===== src/rtl/sdi_pkg.sv =====
package sdi_pkg;

   typedef enum logic [3:0] {
      ST_IDLE,
      ST_DUMMY,
      ST_RESET,
      ST_PROBE,
      ST_V1_APP,
      ST_V1_OP,
      ST_V2_WAIT,
      ST_V2_OCR,
      ST_V2_APP,
      ST_V2_OP,
      ST_V2_OCR_FIN,
      ST_BLKLEN
   } step_t;

   typedef enum logic [1:0] {
      CARD_NONE  = 2'd0,
      CARD_V1    = 2'd1,
      CARD_V2_SC = 2'd2,
      CARD_V2_HC = 2'd3
   } card_t;

   localparam logic [5:0] IX_RESET  = 6'd0;
   localparam logic [5:0] IX_PROBE  = 6'd8;
   localparam logic [5:0] IX_BLKLEN = 6'd16;
   localparam logic [5:0] IX_OPCOND = 6'd41;
   localparam logic [5:0] IX_APP    = 6'd55;
   localparam logic [5:0] IX_OCR    = 6'd58;

   localparam logic [7:0] R1_IDLE     = 8'h01;
   localparam logic [7:0] R1_IDLE_ILL = 8'h05;
   localparam logic [7:0] R1_READY    = 8'h00;

   localparam logic [31:0] PROBE_ARG = 32'h0000_01AA;
   localparam logic [31:0] HCS_ARG   = 32'h4000_0000;
   localparam logic [7:0]  CRC_FIXED = 8'h95;
   localparam logic [7:0]  CRC_PROBE = 8'h87;
   localparam logic [2:0]  TAIL_WORD = 3'd4;

   typedef struct packed {
      logic        dummy;
      logic [5:0]  index;
      logic [31:0] arg;
      logic [7:0]  crc;
      logic [2:0]  tail;
   } cmd_t;

endpackage


===== src/rtl/sdi_cmd_rom.sv =====
module sdi_cmd_rom
   import sdi_pkg::*;
#(
   parameter int unsigned DUMMY_BYTES = 16,
   parameter int unsigned BLOCK_LEN   = 512
) (
   input  step_t step_i,
   output cmd_t  cmd_o
);

   always_comb begin
      cmd_o       = '0;
      cmd_o.crc   = CRC_FIXED;
      unique case (step_i)
         ST_DUMMY: begin
            cmd_o.dummy = 1'b1;
            cmd_o.arg   = 32'(DUMMY_BYTES);
            cmd_o.crc   = 8'hFF;
         end
         ST_RESET: cmd_o.index = IX_RESET;
         ST_PROBE: begin
            cmd_o.index = IX_PROBE;
            cmd_o.arg   = PROBE_ARG;
            cmd_o.crc   = CRC_PROBE;
            cmd_o.tail  = TAIL_WORD;
         end
         ST_V1_APP, ST_V2_APP: cmd_o.index = IX_APP;
         ST_V1_OP: cmd_o.index = IX_OPCOND;
         ST_V2_OP: begin
            cmd_o.index = IX_OPCOND;
            cmd_o.arg   = HCS_ARG;
         end
         ST_V2_OCR, ST_V2_OCR_FIN: begin
            cmd_o.index = IX_OCR;
            cmd_o.tail  = TAIL_WORD;
         end
         ST_BLKLEN: begin
            cmd_o.index = IX_BLKLEN;
            cmd_o.arg   = 32'(BLOCK_LEN);
         end
         default: cmd_o = '0;
      endcase
   end

endmodule


===== src/rtl/sdi_tick_ctr.sv =====
module sdi_tick_ctr #(
   parameter int unsigned COUNT = 16
) (
   input  logic clk,
   input  logic rst_n,
   input  logic load_i,
   output logic busy_o
);

   localparam int unsigned W = $clog2(COUNT + 1);
   localparam logic [W-1:0] LOAD_VAL = W'(COUNT);

   logic [W-1:0] cnt_q;

   always_ff @(posedge clk or negedge rst_n) begin
      if (!rst_n)
         cnt_q <= '0;
      else if (load_i)
         cnt_q <= LOAD_VAL;
      else if (cnt_q != '0)
         cnt_q <= cnt_q - 1'b1;
   end

   assign busy_o = (cnt_q != '0);


   tick_load_chk: assert property (@(posedge clk) disable iff (!rst_n)
      load_i |=> busy_o);

endmodule


===== src/rtl/sdi_try_ctr.sv =====
module sdi_try_ctr #(
   parameter int unsigned MAX_TRIES = 5000
) (
   input  logic clk,
   input  logic rst_n,
   input  logic clr_i,
   input  logic inc_i,
   output logic last_o
);

   localparam int unsigned W = $clog2(MAX_TRIES + 1);
   localparam logic [W-1:0] LAST_VAL = W'(MAX_TRIES - 1);

   logic [W-1:0] cnt_q;

   always_ff @(posedge clk or negedge rst_n) begin
      if (!rst_n)
         cnt_q <= '0;
      else if (clr_i)
         cnt_q <= '0;
      else if (inc_i)
         cnt_q <= cnt_q + 1'b1;
   end

   assign last_o = (cnt_q == LAST_VAL);


   try_bound_chk: assert property (@(posedge clk) disable iff (!rst_n)
      inc_i |-> !last_o);

endmodule


===== src/rtl/sd_init_seq.sv =====
module sd_init_seq
   import sdi_pkg::*;
#(
   parameter int unsigned DUMMY_BYTES = 16,
   parameter int unsigned MAX_TRIES   = 5000,
   parameter int unsigned WAIT_CYC    = 5000,
   parameter int unsigned BLOCK_LEN   = 512,
   localparam int unsigned MULT_W     = $clog2(BLOCK_LEN) + 1
) (
   input  logic              clk,
   input  logic              rst_n,
   input  logic              start_i,
   output logic              busy_o,
   output logic              done_o,
   output logic              err_o,
   output logic [1:0]        card_type_o,
   output logic [MULT_W-1:0] addr_mult_o,
   output logic              slow_clk_o,
   output logic              cmd_req_o,
   output logic              cmd_dummy_o,
   output logic [5:0]        cmd_index_o,
   output logic [31:0]       cmd_arg_o,
   output logic [7:0]        cmd_crc_o,
   output logic [2:0]        cmd_tail_o,
   input  logic              cmd_done_i,
   input  logic              cmd_tmo_i,
   input  logic [7:0]        cmd_r1_i,
   input  logic              cmd_ccs_i
);

   initial begin
      assert (MAX_TRIES >= 1) else $error("MAX_TRIES must be at least 1");
      assert (DUMMY_BYTES >= 1) else $error("DUMMY_BYTES must be at least 1");
      assert (BLOCK_LEN >= 2 && (BLOCK_LEN & (BLOCK_LEN - 1)) == 0)
         else $error("BLOCK_LEN must be a power of two");
   end

   step_t             state;
   step_t             nxt;
   logic              sent_q, req_q, go_q, done_q, err_q, slow_q;
   card_t             type_q;
   logic [MULT_W-1:0] mult_q;
   logic              bad, try_inc, try_last, wait_busy, resp_ev;
   cmd_t              cmd;

   sdi_cmd_rom #(.DUMMY_BYTES(DUMMY_BYTES), .BLOCK_LEN(BLOCK_LEN)) u_rom (
      .step_i (state),
      .cmd_o  (cmd)
   );

   sdi_try_ctr #(.MAX_TRIES(MAX_TRIES)) u_try (
      .clk    (clk),
      .rst_n  (rst_n),
      .clr_i  (state == ST_IDLE && start_i),
      .inc_i  (resp_ev && try_inc && !bad),
      .last_o (try_last)
   );

   generate
      if (WAIT_CYC == 0) begin : g_nowait
         assign wait_busy = 1'b0;
      end else begin : g_wait
         sdi_tick_ctr #(.COUNT(WAIT_CYC)) u_tick (
            .clk    (clk),
            .rst_n  (rst_n),
            .load_i (go_q),
            .busy_o (wait_busy)
         );
      end
   endgenerate

   assign resp_ev = sent_q && cmd_done_i;

   // reply decode: next step, failure and attempt bookkeeping
   always_comb begin
      nxt     = state;
      bad     = 1'b0;
      try_inc = 1'b0;
      unique case (state)
         ST_DUMMY: nxt = ST_RESET;
         ST_RESET: begin
            if (cmd_r1_i == R1_IDLE) nxt = ST_PROBE;
            else                     bad = 1'b1;
         end
         ST_PROBE: begin
            if (cmd_r1_i == R1_IDLE)          nxt = ST_V2_WAIT;
            else if (cmd_r1_i == R1_IDLE_ILL) nxt = ST_V1_APP;
            else                              bad = 1'b1;
         end
         ST_V1_APP: nxt = ST_V1_OP;
         ST_V1_OP: begin
            if (cmd_r1_i == R1_READY) nxt = ST_BLKLEN;
            else if (try_last)        bad = 1'b1;
            else begin
               try_inc = 1'b1;
               nxt     = ST_V1_APP;
            end
         end
         ST_V2_OCR: nxt = ST_V2_APP;
         ST_V2_APP: nxt = ST_V2_OP;
         ST_V2_OP: begin
            if (cmd_r1_i == R1_READY) nxt = ST_V2_OCR_FIN;
            else if (try_last)        bad = 1'b1;
            else begin
               try_inc = 1'b1;
               nxt     = ST_V2_WAIT;
            end
         end
         ST_V2_OCR_FIN: nxt = ST_BLKLEN;
         ST_BLKLEN: begin
            if (cmd_r1_i == R1_READY) nxt = ST_IDLE;
            else                      bad = 1'b1;
         end
         default: nxt = state;
      endcase
      if (cmd_tmo_i) bad = 1'b1;
   end

   always_ff @(posedge clk or negedge rst_n) begin
      if (!rst_n) begin
         state  <= ST_IDLE;
         sent_q <= 1'b0;
         req_q  <= 1'b0;
         go_q   <= 1'b0;
         done_q <= 1'b0;
         err_q  <= 1'b0;
         slow_q <= 1'b1;
         type_q <= CARD_NONE;
         mult_q <= '0;
      end else begin
         req_q  <= 1'b0;
         go_q   <= 1'b0;
         done_q <= 1'b0;
         if (state == ST_IDLE) begin
            if (start_i) begin
               state  <= ST_DUMMY;
               sent_q <= 1'b0;
               err_q  <= 1'b0;
               slow_q <= 1'b1;
               type_q <= CARD_NONE;
               mult_q <= '0;
            end
         end else if (state == ST_V2_WAIT) begin
            if (!go_q && !wait_busy) state <= ST_V2_OCR;
         end else if (!sent_q) begin
            req_q  <= 1'b1;
            sent_q <= 1'b1;
         end else if (cmd_done_i) begin
            sent_q <= 1'b0;
            if (bad) begin
               state  <= ST_IDLE;
               done_q <= 1'b1;
               err_q  <= 1'b1;
               type_q <= CARD_NONE;
               mult_q <= '0;
            end else begin
               state <= nxt;
               if (nxt == ST_V2_WAIT) go_q <= 1'b1;
               if (state == ST_V1_OP && nxt == ST_BLKLEN) begin
                  type_q <= CARD_V1;
                  mult_q <= MULT_W'(BLOCK_LEN);
               end
               if (state == ST_V2_OCR_FIN) begin
                  type_q <= cmd_ccs_i ? CARD_V2_HC : CARD_V2_SC;
                  mult_q <= MULT_W'(1);
               end
               if (state == ST_BLKLEN) begin
                  done_q <= 1'b1;
                  slow_q <= 1'b0;
               end
            end
         end
      end
   end

   assign busy_o      = (state != ST_IDLE);
   assign done_o      = done_q;
   assign err_o       = err_q;
   assign card_type_o = type_q;
   assign addr_mult_o = mult_q;
   assign slow_clk_o  = slow_q;
   assign cmd_req_o   = req_q;
   assign cmd_dummy_o = cmd.dummy;
   assign cmd_index_o = cmd.index;
   assign cmd_arg_o   = cmd.arg;
   assign cmd_crc_o   = cmd.crc;
   assign cmd_tail_o  = cmd.tail;


   req_pulse_chk: assert property (@(posedge clk) disable iff (!rst_n)
      cmd_req_o |=> !cmd_req_o);


   req_busy_chk: assert property (@(posedge clk) disable iff (!rst_n)
      cmd_req_o |-> busy_o);


   done_pulse_chk: assert property (@(posedge clk) disable iff (!rst_n)
      done_o |=> !done_o);


   done_idle_chk: assert property (@(posedge clk) disable iff (!rst_n)
      done_o |-> !busy_o);


   fast_clk_chk: assert property (@(posedge clk) disable iff (!rst_n)
      $fell(slow_clk_o) |-> (done_o && !err_o));


   fail_type_chk: assert property (@(posedge clk) disable iff (!rst_n)
      (done_o && err_o) |-> (card_type_o == 2'd0 && slow_clk_o));


   v1_mult_chk: assert property (@(posedge clk) disable iff (!rst_n)
      (done_o && !err_o && card_type_o == 2'd1) |-> (addr_mult_o == MULT_W'(BLOCK_LEN)));


   v2_mult_chk: assert property (@(posedge clk) disable iff (!rst_n)
      (done_o && !err_o && card_type_o[1]) |-> (addr_mult_o == MULT_W'(1)));


   wait_quiet_chk: assert property (@(posedge clk) disable iff (!rst_n)
      (state == ST_V2_WAIT) |-> !cmd_req_o);

endmodule


===== config.mk =====
export PLATFORM = sky130hd
export DESIGN_NAME = sd_init_seq
export DESIGN_NICKNAME = d
export VERILOG_FILES = /design/src/rtl/sdi_pkg.sv /design/src/rtl/sdi_cmd_rom.sv /design/src/rtl/sdi_tick_ctr.sv /design/src/rtl/sdi_try_ctr.sv /design/src/rtl/sd_init_seq.sv
export SDC_FILE = /design/constraint.sdc
export NUM_CORES = 1
export LEC_CHECK = 0
export BUFFER_PORTS_ARGS = -buffer_cell sky130_fd_sc_hd__buf_2
export CORE_MARGIN = 2
export CORE_UTILIZATION = 53
export DETAILED_ROUTE_END_ITERATION = 8
export PLACE_DENSITY_LB_ADDON = 0.08
export SYNTH_ARGS = -nofsm -noshare
export SYNTH_HDL_FRONTEND = slang
export SYNTH_HIERARCHICAL = 1
export SYNTH_SLANG_ARGS = --single-unit

===== constraint.sdc =====
create_clock -name clk -period 3.1 [get_ports clk]
set_input_delay 0.31 -clock clk [delete_from_list [all_inputs] [get_ports clk]]
set_output_delay 0.31 -clock clk [all_outputs]
set_load 0.005 [all_outputs]

# --- Word-level counts from Yosys, hierarchy flattened ---
# Index checks and enable logic that the tools add are counted.
totals:
  reg_bits: 48
  output_inout_bits: 67
  elab_cells: 150
op_classes:
  n_addsub: 2
  n_eq_ne: 20
  mux: 85
  reduce_logical: 32
op_table:
  columns: ["operator", "count"]
  rows:
  - ["$pmux 31 s4", 1]
  - ["$mux 10", 8]
  - ["$mux 4", 15]
  - ["$mux 13", 4]
  - ["$mux 1", 44]
  - ["$pmux 4 s10", 1]
  - ["$pmux 6 s5", 1]
  - ["$pmux 8 s3", 1]
  - ["$eq 4x3->1 const B", 5]
  - ["$eq 4x4->1 const B", 5]
  - ["$mux 2", 8]
  - ["$add 13x1->13 const B", 1]
  - ["$eq 13x13->1 const B", 1]
  - ["$reduce_bool 13->1", 1]
  - ["$sub 13x1->13 const B", 1]
  - ["$reduce_bool 2->1", 6]
  - ["$reduce_and 5->1", 2]
  - ["$eq 4x2->1 const B", 2]
  - ["$eq 8x1->1 const B", 1]
  - ["$eq 8x3->1 const B", 1]
  - ["$logic_not 8->1", 1]
  - ["$reduce_bool 4->1", 2]
  - ["$reduce_or 8->1", 1]
  - ["$logic_and 1x1->1", 6]
  - ["14 further kinds", 20]

# --- Depth between registers and ports, before layout ---
depth:
  ltp_word: 13
  mapped_depth: 11
  depth_no_buf: 10

# --- Cells and area by module ---
# The synthesis kept the hierarchy.
by_module_without_submodules:
  columns: ["mod", "n_inst", "cells_per_inst", "area_each_um2"]
  rows:
  - ["sd_init_seq", 1, 143, 1144.8]
  - ["sdi_tick_ctr", 1, 74, 706.9]
  - ["sdi_try_ctr", 1, 67, 674.4]
  - ["sdi_cmd_rom", 1, 72, 494.2]

# --- Worst setup path after synthesis ---
# OpenSTA, ideal clock, no wires.
synth_path:
  kind: "reg-to-reg"
  from: "reg u_try.cnt_q[4]"
  to: "reg u_try.cnt_q[12]"
  arrival_time_ps: 2690
  setup_slack_ps: 286
  stages_incl_launch_ff: 11
  cell_sequence: "dfrtp_1 or4_1 nor4_1 o211a_1 o21ai_2 nand3_4 nor4b_1 buf_2 o2111ai_4 nor4_1 mux2_2"
synth_via:
  elab_chain_len: 8
  word_cells_on_any_way: 15
  classes_between: "1 x add/sub; 1 x eq/ne; 9 x mux; 4 x reduce/logical"
synth_lines:
  columns: ["element", "line", "text"]
  rows:
  - ["start, declared", "sdi_try_ctr.sv:14", "logic [W-1:0] cnt_q;"]
  - ["start signal, assigned", "sdi_try_ctr.sv:22", "cnt_q <= cnt_q + 1'b1;"]
  - ["$eq 13x13->1 *", "sdi_try_ctr.sv:25", "assign last_o = (cnt_q == LAST_VAL);"]
  - ["via try_last", "sd_init_seq.sv:43", "logic bad, try_inc, try_last, wait_busy, resp_ev;"]
  - ["$mux 1", "sd_init_seq.sv:93, sd_init_seq.sv:103", null]
  - ["$mux 1", "sd_init_seq.sv:102", "if (cmd_r1_i == R1_READY) nxt = ST_V2_OCR_FIN;"]
  - ["$pmux 1 s4", "sd_init_seq.sv:79", "unique case (state)"]
  - ["$mux 1", "sd_init_seq.sv:116", "if (cmd_tmo_i) bad = 1'b1;"]
  - ["$logic_not 1->1", "sd_init_seq.sv:55", ".inc_i (resp_ev && try_inc && !bad),"]
  - ["$logic_and 1x1->1 *", "sd_init_seq.sv:55", null]
  - ["$reduce_bool 2->1 (no line) *", null, null]
# The timed path passes the listed nets; every way through them passes the cells marked *. The select of a mux whose other input is x is not followed.
# A chain may end at the register's enable or synchronous reset.

# --- Worst setup path in the final report ---
layout_path:
  from: "reg u_try.cnt_q[0]"
  to: "reg u_try.cnt_q[11]"
# Same word-level chain as after synthesis.

==> report_table.html <==
<table>
<tr><th>Metric</th><th>Value</th></tr>
<tr><th colspan="2">Status</th></tr>
<tr><td>Status</td><td>finished clean</td></tr>
<tr><th colspan="2">Timing</th></tr>
<tr><td>Hold Vio Cnt, Final</td><td>0</td></tr>
<tr><td>Headroom to the max-slew limit</td><td>43.3%</td></tr>
<tr><td>Period utilization</td><td>93.6%</td></tr>
<tr><td>Total negative slack for setup checks</td><td>0 ns</td></tr>
<tr><td># setup viols final</td><td>0</td></tr>
<tr><td>Tightest Pin Transition</td><td>0.851 ns</td></tr>
<tr><td>Worst clock skew</td><td>0.00779 ns</td></tr>
<tr><td>Top achievable clock speed</td><td>345 MHz</td></tr>
<tr><td>Min cycle time layout</td><td>between 2 and 3 ns</td></tr>
<tr><td>Unrepaired setup endpoints after global routing</td><td>no</td></tr>
<tr><td>Total count of max-transition violations in the final report</td><td>0</td></tr>
<tr><th colspan="2">Run</th></tr>
<tr><td>Number of maximum-capacitance constraint violations</td><td>0</td></tr>
<tr><th colspan="2">Route</th></tr>
<tr><td>Starting DRT DRC Count</td><td>126</td></tr>
<tr><td>Routed via count</td><td>2613</td></tr>
<tr><td>Pre-Repair DR Iteration Count</td><td>4</td></tr>
<tr><td>Total wirelength of the detailed-routed design</td><td>around 6400 um</td></tr>
<tr><td>Detailed-route vias per instance</td><td>5.61</td></tr>
<tr><td># DRC</td><td>0</td></tr>
<tr><td>Drt wl/cell</td><td>13.7 um</td></tr>
<tr><td>Antenna-violating nets left</td><td>0</td></tr>
<tr><th colspan="2">Global route</th></tr>
<tr><td>Total gr overflow</td><td>0</td></tr>
<tr><td>Via count of the first global-routing pass</td><td>2266</td></tr>
<tr><td>Met3 track demand over resource</td><td>4.75%</td></tr>
<tr><td>Pin count of the biggest net entering global routing</td><td>40</td></tr>
<tr><td>Gr busiest metal</td><td>met2</td></tr>
<tr><td>Wire length of the first global-routing pass</td><td>about 10000 um</td></tr>
<tr><td>GRT Resource Usage Total</td><td>just over 20%</td></tr>
<tr><td>Met1 Usage GRT</td><td>30.5%</td></tr>
<tr><td>Antenna violations before repair</td><td>0</td></tr>
<tr><td>Global-route met2 utilization</td><td>between 30% and 40%</td></tr>
<tr><th colspan="2">Die</th></tr>
<tr><td>Top-Level Pins</td><td>81</td></tr>
<tr><td>Die span in x</td><td>79.5 um</td></tr>
<tr><td>Row cnt</td><td>27</td></tr>
<tr><td>Effective utilization at floorplan</td><td>between 50% and 60%</td></tr>
<tr><td>Floorplan Core Area</td><td>5510 um^2</td></tr>
<tr><td>Height of the chip</td><td>just under 80 um</td></tr>
<tr><td>DIE AREA</td><td>6320 um^2</td></tr>
<tr><th colspan="2">Pwr</th></tr>
<tr><td>Max VDD drop</td><td>0.404 mV</td></tr>
<tr><td>Pwr/cell area</td><td>between 600 and 700 nW/um^2</td></tr>
<tr><td>Leak</td><td>about 1.5 nW</td></tr>
<tr><th colspan="2">Final layout</th></tr>
<tr><td>Post-Layout Cell Count</td><td>466</td></tr>
<tr><td>Net total in the final layout</td><td>410</td></tr>
<tr><td>Final Core Density</td><td>59.2%</td></tr>
<tr><td>Number of filler instances in the final layout</td><td>509</td></tr>
<tr><td>Diode count</td><td>0</td></tr>
<tr><td>Highest-count cells in the layout ignoring fill and taps</td><td>buf_2, dfrtp_1, nor2_1</td></tr>
<tr><td>Ratio of cells with drive above 1 in the final layout</td><td>22.1%</td></tr>
<tr><td>Most common cell after layout, fill and taps aside</td><td>buf_2</td></tr>
<tr><td>Layout Area Growth over Synthesis</td><td>8.00%</td></tr>
<tr><th colspan="2">Setup path</th></tr>
<tr><td>Arrival time worst endpoint</td><td>3.13 ns</td></tr>
<tr><td>Worst setup path startpoint</td><td>u_try/cnt_q[0]$_DFFE_PN0P_</td></tr>
<tr><td>Delay of the slowest cell on the worst path</td><td>around 0.54 ns</td></tr>
<tr><td>Sort of element at the start of the critical path</td><td>flop</td></tr>
<tr><td>Crit path required time</td><td>3.32 ns</td></tr>
<tr><td>Reg-to-reg startpoint</td><td>u_try/cnt_q[0]$_DFFE_PN0P_</td></tr>
<tr><td>Max stage delay cell, worst path</td><td>or4_1</td></tr>
<tr><td>Kind of end point of the critical path</td><td>flop</td></tr>
<tr><td>CP Class</td><td>reg -&gt; reg</td></tr>
<tr><td>Worst path cell trace</td><td>ha_1, nand4b_1, nor4_1, o211a_1, o21ai_2, nand3_4, nor4b_1, buf_4, o2111ai_4, or4_1, a21oi_1</td></tr>
<tr><td>Maximum fanout encountered on the critical timing path</td><td>9</td></tr>
<tr><th colspan="2">Synth</th></tr>
<tr><td>Ranking of synthesized cells by area</td><td>dfrtp_1, buf_4, nor2_1</td></tr>
<tr><td>Synthesized area divided by synthesized cell count</td><td>8.48 um^2</td></tr>
<tr><td>Cell Area, Synth</td><td>3020 um^2</td></tr>
<tr><td>FF+latch count, synth</td><td>39</td></tr>
<tr><td>Most frequently used flop master after synthesis</td><td>dfrtp_1</td></tr>
<tr><td>Number of synthesized flops with an enable pin</td><td>0</td></tr>
<tr><td>Instance count of the mapped netlist</td><td>356</td></tr>
<tr><td>Count of yosys warnings during synthesis</td><td>6</td></tr>
<tr><td>Cell taking the most area after synthesis</td><td>dfrtp_1</td></tr>
<tr><td>Fraction of synthesized cell area taken by the top area cell type</td><td>31.5%</td></tr>
<tr><td>Number of distinct library cells after synthesis</td><td>66</td></tr>
<tr><td>Ys async rst share</td><td>100%</td></tr>
<tr><td>Fraction of the yosys area taken by sequential cells</td><td>32.4%</td></tr>
<tr><th colspan="2">Clocking</th></tr>
<tr><td># clock sinks</td><td>39</td></tr>
<tr><td>Post-CTS Setup Bufs</td><td>0</td></tr>
<tr><td>Number of cells upsized or downsized after cts</td><td>0</td></tr>
<tr><td>Later-pin clock latency in the skew report</td><td>0.30 ns</td></tr>
<tr><td>Clock Path Buffers</td><td>2</td></tr>
<tr><td>Hold buffer count at CTS</td><td>0</td></tr>
<tr><td>Clk pin slew, worst setup/hold paths</td><td>0.08 ns</td></tr>
<tr><td>CTS tree</td><td>yes</td></tr>
<tr><td>Clock buffer count from CTS</td><td>5</td></tr>
<tr><td>CTS H-Tree Depth</td><td>2</td></tr>
<tr><td>CTS root buffer</td><td>clkbuf_8</td></tr>
<tr><th colspan="2">Placement</th></tr>
<tr><td>Half-perimeter wire length after placement</td><td>4680 um</td></tr>
<tr><td>RePlAce Congestion</td><td>0.844</td></tr>
<tr><td>Quantity of I/O buffers inserted on ports</td><td>46</td></tr>
<tr><td>DP Cell Count</td><td>458</td></tr>
<tr><th colspan="2">Hold path</th></tr>
<tr><td>Min-delay worst type</td><td>in -&gt; async</td></tr>
</table>
[critical path: cells and delay by family (launching register included)]
family | cells | cell delay (ns)
AOI/OAI and AO/OA | 4 | 0.71
adders and majority gates | 1 | 0.25
buffers and inverters | 1 | 0.24
DFF | 1 | 0.42
and+or+nand+nor | 5 | 1.18
[synth_stat cells, drive strengths merged, types with 2 or more instances]
| library cell | n |
|---|---|
| inv | 12 |
| clkbuf | 9 |
| conb | 2 |
| nor4b | 3 |
| a31o | 2 |
| dfrtp | 38 |
| o21ai | 17 |
| nand2b | 10 |
| nand2 | 17 |
| o31ai | 10 |
| nand4 | 7 |
| nor2 | 37 |
| nor3 | 5 |
| xnor2 | 5 |
| a211oi | 3 |
| or2 | 3 |
| or3 | 9 |
| xor2 | 3 |
| nor2b | 8 |
| mux2i | 6 |
| nor4 | 10 |
| a31oi | 3 |
| buf | 50 |
| and2 | 4 |
| a21oi | 20 |
| or4 | 12 |
| ha | 3 |
| o211a | 2 |
| o41ai | 2 |
| a22oi | 2 |
| nand4b | 2 |
| a21boi | 3 |
| o22ai | 2 |
| o22a | 2 |
| nand3 | 14 |
[metal layers]
layer	vias to the layer above	wire [um]
met5	-	0
met4	0	45
met3	5	346
met2	88	2920
met1	1232	3080
li1	1288	-
[final cells by class]
cell class	count	area [um^2]	area share (%)
Inverter	12	45.0	1.38
Multi-Input combinational cell	278	1720	52.7
Tap cell	72	90.1	2.76
Sequential cell	39	977	30.0
Timing Repair Buffer	57	313	9.59
Clock buffer	6	82.6	2.53
Clock inverter	2	35.0	1.07
[through the flow]
stage / area, um^2 / power [mW] / setup slack (ns) / hold WS [ns]
3_5_place_dp: 3140 / 1.79 / 0.0670 / 0.472
6_report: 3260 / 2.23 / 0.198 / 0.108
2_1_floorplan: 3140 / 1.56 / 0.286 / 0.0144
4_1_cts: 3260 / 2.24 / 0.152 / 0.146
5_1_grt: 3260 / 2.42 / 0.0000699 / 0.197
3_3_place_gp: 3140 / 1.76 / 0.130 / 0.475
[flip-flops by register name, summed over array words and instances, names as in the netlist]
| signal | cells |
|---|---|
| g_wait.u_tick/cnt_q | 13 |
| u_try/cnt_q | 13 |
| state | 4 |
| addr_mult_o | 2 |
| card_type_o | 1 |
| cmd_req_o | 1 |
| done_o | 1 |
| err_o | 1 |
| go_q | 1 |
| sent_q | 1 |
| slow_clk_o | 1 |
[power by group]
group | total, mW | internal [mW] | switching (mW) | leakage (nW)
combinational | 0.990 | 0.440 | 0.549 | 0.923
clock | 0.444 | 0.260 | 0.183 | 0.0612
sequential | 0.795 | 0.629 | 0.167 | 0.511
total | 2.23 | 1.33 | 0.899 | 1.49
[final timing paths]
kind                            slack [ns]  depth (start not counted)                                  to
worst min-delay path                  0.11                          1  g_wait.u_tick/cnt_q[8]$_DFFE_PN0P_
max in group asynchronous             2.45                          1         u_try/cnt_q[12]$_DFFE_PN0P_
worst max register to register        0.20                         11         u_try/cnt_q[11]$_DFFE_PN0P_
worst max-delay path                  0.20                         11         u_try/cnt_q[11]$_DFFE_PN0P_
worst min register to register        0.47                          1                 cmd_req_o$_DFF_PN0_
min in group clk                      0.37                          4          addr_mult_o[0]$_DFFE_PN0P_
[logic make-up after synthesis]
group | share of synthesized area (%)
compound gates | 17.8
xor+xnor | 2.57
fa+ha+maj | 1.24
buf+inv | 14.9
flops | 32.4
mux | 2.36
other cells | 0.249
simple gates | 28.5
(Power assumes the default switching activity.)
